**config.mk**
```make
export PLATFORM = sky130hd
export DESIGN_NAME = strided_field_pick
export DESIGN_NICKNAME = d
export VERILOG_FILES = /design/src/rtl/strided_field_pick_pkg.sv /design/src/rtl/strided_field_pick_ctrl.sv /design/src/rtl/strided_field_pick_dp.sv /design/src/rtl/strided_field_pick.sv
export SDC_FILE = /design/constraint.sdc
export NUM_CORES = 1
export LEC_CHECK = 0
export ABC_AREA = 1
export CELL_PAD_IN_SITES_DETAIL_PLACEMENT = 0
export CELL_PAD_IN_SITES_GLOBAL_PLACEMENT = 2
export CORE_MARGIN = 2
export CORE_UTILIZATION = 10
export DETAILED_ROUTE_END_ITERATION = 6
export PLACE_DENSITY_LB_ADDON = 0.1
export SYNTH_ARGS = -nofsm -noshare
export SYNTH_HDL_FRONTEND = slang
export SYNTH_SLANG_ARGS = --single-unit
export TNS_END_PERCENT = 10
```
**constraint.sdc**
```tcl
create_clock -name vclk -period 1.05
set_clock_uncertainty 0.2 [all_clocks]
set_input_delay 0.1575 -clock vclk [all_inputs]
set_output_delay 0.1575 -clock vclk [all_outputs]
set_load 0.02 [all_outputs]
```
**src/rtl/strided_field_pick_pkg.sv**
```systemverilog
package strided_field_pick_pkg;

  localparam int unsigned MAX_DIMS = 8;
  localparam int unsigned SEL_MAX_W = 16;

  typedef int unsigned dimList_t [MAX_DIMS];

  typedef struct packed {
    logic                 passMode;
    logic [SEL_MAX_W-1:0] linSel;
  } pickStrobe_t;

  function automatic int unsigned idxWidth(int unsigned m);
    return (m == 0) ? 1 : $clog2(m + 1);
  endfunction

  function automatic int unsigned selWidth(int unsigned m);
    return $clog2(m + 1);
  endfunction

  function automatic int unsigned idxBusW(int unsigned n, dimList_t mx);
    int unsigned w = 0;
    for (int unsigned d = 0; d < n; d++) w += idxWidth(mx[d]);
    return w;
  endfunction

  function automatic int unsigned idxPos(int unsigned n, dimList_t mx, int unsigned d);
    int unsigned p = 0;
    for (int unsigned e = d + 1; e < n; e++) p += idxWidth(mx[e]);
    return p;
  endfunction

  function automatic int unsigned selPos(int unsigned n, dimList_t mx, int unsigned d);
    int unsigned p = 0;
    for (int unsigned e = d + 1; e < n; e++) p += selWidth(mx[e]);
    return p;
  endfunction

  function automatic int unsigned elemCount(int unsigned n, dimList_t mx);
    int unsigned c = 1;
    for (int unsigned d = 0; d < n; d++) c *= (mx[d] + 1);
    return c;
  endfunction

  function automatic int unsigned candOff(int unsigned n, int unsigned base,
                                          dimList_t st, dimList_t mx, int unsigned k);
    int unsigned off = base;
    int unsigned rem = k;
    for (int d = int'(n) - 1; d >= 0; d--) begin
      off += (rem % (mx[d] + 1)) * st[d];
      rem = rem / (mx[d] + 1);
    end
    return off;
  endfunction

  function automatic int unsigned topOff(int unsigned n, int unsigned base,
                                         dimList_t st, dimList_t mx);
    int unsigned off = base;
    for (int unsigned d = 0; d < n; d++) off += mx[d] * st[d];
    return off;
  endfunction

  function automatic bit stepsOrdered(int unsigned n, dimList_t st);
    for (int unsigned d = 1; d < n; d++) if (st[d] > st[d-1]) return 1'b0;
    return 1'b1;
  endfunction

  function automatic bit rangesPow2(int unsigned n, dimList_t mx);
    for (int unsigned d = 0; d < n; d++) if (((mx[d] + 1) & mx[d]) != 0) return 1'b0;
    return 1'b1;
  endfunction

endpackage

```
**src/rtl/strided_field_pick_ctrl.sv**
```systemverilog
module strided_field_pick_ctrl
  import strided_field_pick_pkg::*;
#(
  parameter int unsigned NDIM = 2,
  parameter dimList_t    MAXI = '{3, 1, 0, 0, 0, 0, 0, 0},
  localparam int unsigned IDX_W = idxBusW(NDIM, MAXI),
  localparam int unsigned COUNT = elemCount(NDIM, MAXI)
) (
  input  logic [IDX_W-1:0] idxIn,
  output pickStrobe_t      strobe
);

  logic [SEL_MAX_W-1:0] joined;
  logic                 unusedIdx;

  always_comb begin
    joined = '0;
    for (int unsigned d = 0; d < NDIM; d++) begin
      joined = joined | SEL_MAX_W'((32'(idxIn >> idxPos(NDIM, MAXI, d))
                                    & ((32'd1 << selWidth(MAXI[d])) - 32'd1))
                                   << selPos(NDIM, MAXI, d));
    end
  end

  assign unusedIdx = ^idxIn;

  always_comb begin
    strobe.passMode = (COUNT == 1);
    strobe.linSel   = joined;
  end

endmodule

```
**src/rtl/strided_field_pick_dp.sv**
```systemverilog
module strided_field_pick_dp
  import strided_field_pick_pkg::*;
#(
  parameter int unsigned VEC_W    = 64,
  parameter int unsigned FIELD_W  = 4,
  parameter int unsigned BASE_OFF = 2,
  parameter int unsigned NDIM     = 2,
  parameter dimList_t    STEP     = '{16, 5, 0, 0, 0, 0, 0, 0},
  parameter dimList_t    MAXI     = '{3, 1, 0, 0, 0, 0, 0, 0},
  localparam int unsigned COUNT   = elemCount(NDIM, MAXI),
  localparam int unsigned SEL_W   = (COUNT > 1) ? $clog2(COUNT) : 1
) (
  input  logic [VEC_W-1:0]   vecIn,
  input  pickStrobe_t        strobe,
  output logic [FIELD_W-1:0] fieldOut
);

  logic [FIELD_W-1:0] cand [COUNT];
  logic [SEL_W-1:0]   pick;
  logic               unusedBits;

  for (genvar k = 0; k < COUNT; k++) begin : gCand
    localparam int unsigned OFF_K = candOff(NDIM, BASE_OFF, STEP, MAXI, k);
    assign cand[k] = vecIn[OFF_K +: FIELD_W];
  end

  assign pick       = strobe.linSel[SEL_W-1:0];
  assign unusedBits = ^vecIn ^ (^strobe.linSel);

  always_comb begin
    if (strobe.passMode) fieldOut = vecIn[BASE_OFF +: FIELD_W];
    else                 fieldOut = cand[pick];
  end

endmodule

```
**src/rtl/strided_field_pick.sv**
```systemverilog
module strided_field_pick
  import strided_field_pick_pkg::*;
#(
  parameter int unsigned VEC_W    = 64,
  parameter int unsigned FIELD_W  = 4,
  parameter int unsigned BASE_OFF = 2,
  parameter int unsigned NDIM     = 2,
  parameter dimList_t    STEP     = '{16, 5, 0, 0, 0, 0, 0, 0},
  parameter dimList_t    MAXI     = '{3, 1, 0, 0, 0, 0, 0, 0},
  localparam int unsigned IDX_W   = idxBusW(NDIM, MAXI)
) (
  input  logic [VEC_W-1:0]   vecIn,
  input  logic [IDX_W-1:0]   idxIn,
  output logic [FIELD_W-1:0] fieldOut
);

  if (!stepsOrdered(NDIM, STEP)) begin : gBadOrder
    $error("dimension strides must not increase");
  end
  if (!rangesPow2(NDIM, MAXI)) begin : gBadRange
    $error("each index range must be a power of two");
  end
  if (topOff(NDIM, BASE_OFF, STEP, MAXI) + FIELD_W > VEC_W) begin : gBadFit
    $error("highest field exceeds the vector width");
  end
  if (NDIM == 0 || NDIM > MAX_DIMS) begin : gBadDims
    $error("dimension count out of range");
  end

  pickStrobe_t ctrlStrobe;

  strided_field_pick_ctrl #(
    .NDIM(NDIM), .MAXI(MAXI)
  ) uCtrl (
    .idxIn (idxIn),
    .strobe(ctrlStrobe)
  );

  strided_field_pick_dp #(
    .VEC_W(VEC_W), .FIELD_W(FIELD_W), .BASE_OFF(BASE_OFF),
    .NDIM(NDIM), .STEP(STEP), .MAXI(MAXI)
  ) uDp (
    .vecIn   (vecIn),
    .strobe  (ctrlStrobe),
    .fieldOut(fieldOut)
  );

endmodule

```
==> results by group <==
Run status
  • Outcome: finished with violations
  • Violations in the final reports: negative setup slack

Cells and area
  • Antenna diode instance count: 0
  • Fill cell count: 513
  • Clock buffer count: 0
  • Area growth from synthesis to layout: 136.2%
  • Number of flip-flops and latches: 0
  • Layout net count: 215
  • Seq. cell area: 0 sq um
  • Share of final-layout standard cells stronger than drive strength 1: 0.3904
  • Count of placed standard cells in the final layout, fillers left out: 198

Critical path
  • Signal arrival time at the worst endpoint: 830 ps
  • WS Path Type: in -> out
  • Worst path max stage delay: 140 ps
  • WP buf/inv: 3
  • Cells along the critical path: buf_12 > buf_12 > nand2_2 > nand3_2 > nand2_1 > nand2_1 > nand2_2 > buf_6
  • Category of the worst setup path launch point: primary input
  • Library cell contributing the largest single delay on the critical path: buf_12
  • Critical path data required time: 690 ps
  • Critical path capture point type: primary output
  • Largest driver fanout on the critical path: 8
  • Crit-path leading delay family: buffers and inverters

Yosys
  • Simple-gate share of the synthesized area: 0.6270
  • Netlist area before placement: 462.9 sq um
  • Multiplexer share of the synthesized area: 0
  • Synthesized netlist net count: 174
  • Largest cells by area after synthesis: nand2_1 (37%), inv_1 (27%), nand3_1 (17%)
  • Cell accounting for the most synthesized area: nand2_1
  • Post-synthesis share of cell area spent on full adders, half adders and majority gates: 0
  • Count of mapped cells out of synthesis: 107
  • Share of the yosys chip area belonging to registers: 0
  • Yosys warning count: 0
  • Compound-Gate Fraction of Synth Area: 0
  • Top cell type's share of synthesized area: 0.3730
  • Main combinational cell family by area after synthesis: simple AND/OR/NAND/NOR gates
  • Synth cell count leaders: nand2_1 (46), inv_1 (33), nand3_1 (16)
  • Post-Synthesis Mean Instance Area: 4.327 sq um
  • Number of distinct standard cells referenced by the synthesized netlist: 8
  • Post-synthesis xor/xnor area fraction: 0
  • Most frequent cell after synthesis: nand2_1

Detailed routing
  • Uppermost signal routing layer after detailed routing: met3
  • Via count: 682
  • Detail-routed net length per standard cell: 9.146 microns
  • Wire length on met1: 857 microns
  • Via/cell ratio: 3.444
  • DRC violations left: 0
  • Final antenna-violating net count: 0
  • Total detailed-routing wirelength: 1811 microns
  • DR pass1 iterations: 4
  • Routed length on met2: 830 microns
  • First DRT Iteration DRCs: 10
  • Met3 WL post-DR: 123 microns

Global route
  • Maximum number of pins on one net before global-route repair: 17
  • Number of antenna violations at the first check in global routing: 0
  • First-pass GRT wire length: 3056 microns
  • Sum of overflow across all layers after global routing: 0
  • Number of global-route vias before repair: 702
  • All-Layer GR Usage: 0.07042

Pwr
  • Internal power: 0.2133 mW
  • Clk network pwr share: 0
  • Total net switching power: 0.1926 mW
  • Post-route total power: 0.4059 mW
  • PD cells: 371.2 nW/um^2
  • Logic gate share of total power: 1.000
  • Worst IR drop on VDD: 0.1442 mV
  • Sw Share: 0.4744
  • Leakage power: 0.6260 nW
  • Flop pwr share: 0

Floorplanning
  • Effective utilization at floorplan: 0.1049
  • Die area: 5190 sq um
  • Ports: 71
  • DIE WIDTH: 72.04 microns
  • Die outline height: 72.04 microns
  • Core Rows: 24
  • Core Box Area: 4414 sq um

Placement
  • Final Wtd Congestion: 0.6697
  • Worst setup slack after placement: -1225 ps
  • Count of port buffers added during placement: 39
  • Post-DP HPWL: 1523 microns
  • Total instance count after detailed placement: 198

STA
  • Max-slew violation count: 0
  • Number of endpoints with negative hold slack in the final report: 0
  • Final count of negative-setup-slack endpoints: 4
  • Fmax: 840.8 MHz
  • Worst path setup slack after routing: -139.4 ps
  • Max-slew headroom: 0.9084
  • Minimum hold slack: 512.3 ps
  • Final worst path period share: 1.133
  • Minimum clock period after layout: 1189 ps
  • Measured slew at the worst slew-check pin: 137.4 ps
  • Setup repair after global routing missed its margin: yes

Min path
  • Worst hold path class: in -> out

Run
  • Maximum capacitance violations: 0

Clock tree
  • Post-CTS Setup Inserts: 0
timing repair:
action | in CTS | in global routing
hold buffers | 0 | 0
pin swaps | 32 | 15
gates resized for setup | 117 | 31
setup endpoints to repair | 4 | 4
per-layer routing:
layer	track usage	vias up
met5	0	-
met4	0	0
met3	0.001389	0
met2	0.1214	23
met1	0.1044	279
li1	-	380
kinds of logic (layout without fill, tap and decap cells):
logic type             count (synthesis)  in the layout
buffers and inverters                 39             78
and+or+nand+nor                       68             68
layout by cell type (no fill, tap or decap), drive strengths merged:
master,n
buf,10
dlygate4sd2,3
clkdlybuf4s15,29
inv,35
nand3,16
nand2,52
clkbuf,1
final timing paths:
kind          end  slack [ps]  cells after the start  startpoint
max   fieldOut[3]        -140                      8    idxIn[0]
min   fieldOut[1]         510                      4    idxIn[2]
metrics by stage:
step	setup TNS, ps	util	cell area, sq um
2_1_floorplan	-204.9	-	490.5
3_3_place_gp	-4760	0.2095	924.6
3_5_place_dp	-4783	0.2095	924.6
4_1_cts	-606.5	0.2273	1003
5_1_grt	-758.0	0.2477	1094
6_report	-548.0	0.2477	1094
tightest hold or removal path, cell delays in order:
cell      delay (ps)
clkbuf_2         150
nand2_2           70
nand2_2           60
buf_6            110
power by group through the flow:
stage / registers, mW / logic (mW) / clock network [mW]
after floorplan: 0 / 0.176 / 0
after global placement: 0 / 0.367 / 0
after detailed placement: 0 / 0.365 / 0
after CTS: 0 / 0.375 / 0
after global routing: 0 / 0.448 / 0
final: 0 / 0.406 / 0
cell type report:
type                       count  area [sq um]  share of cell area
inverter                      35         146.4              0.1339
multi-input combinational     68         427.9              0.3913
tap                           52         65.06             0.05950
timing repair buffer          43         454.2              0.4153
Note: power is estimated with default switching activity, not from simulation.
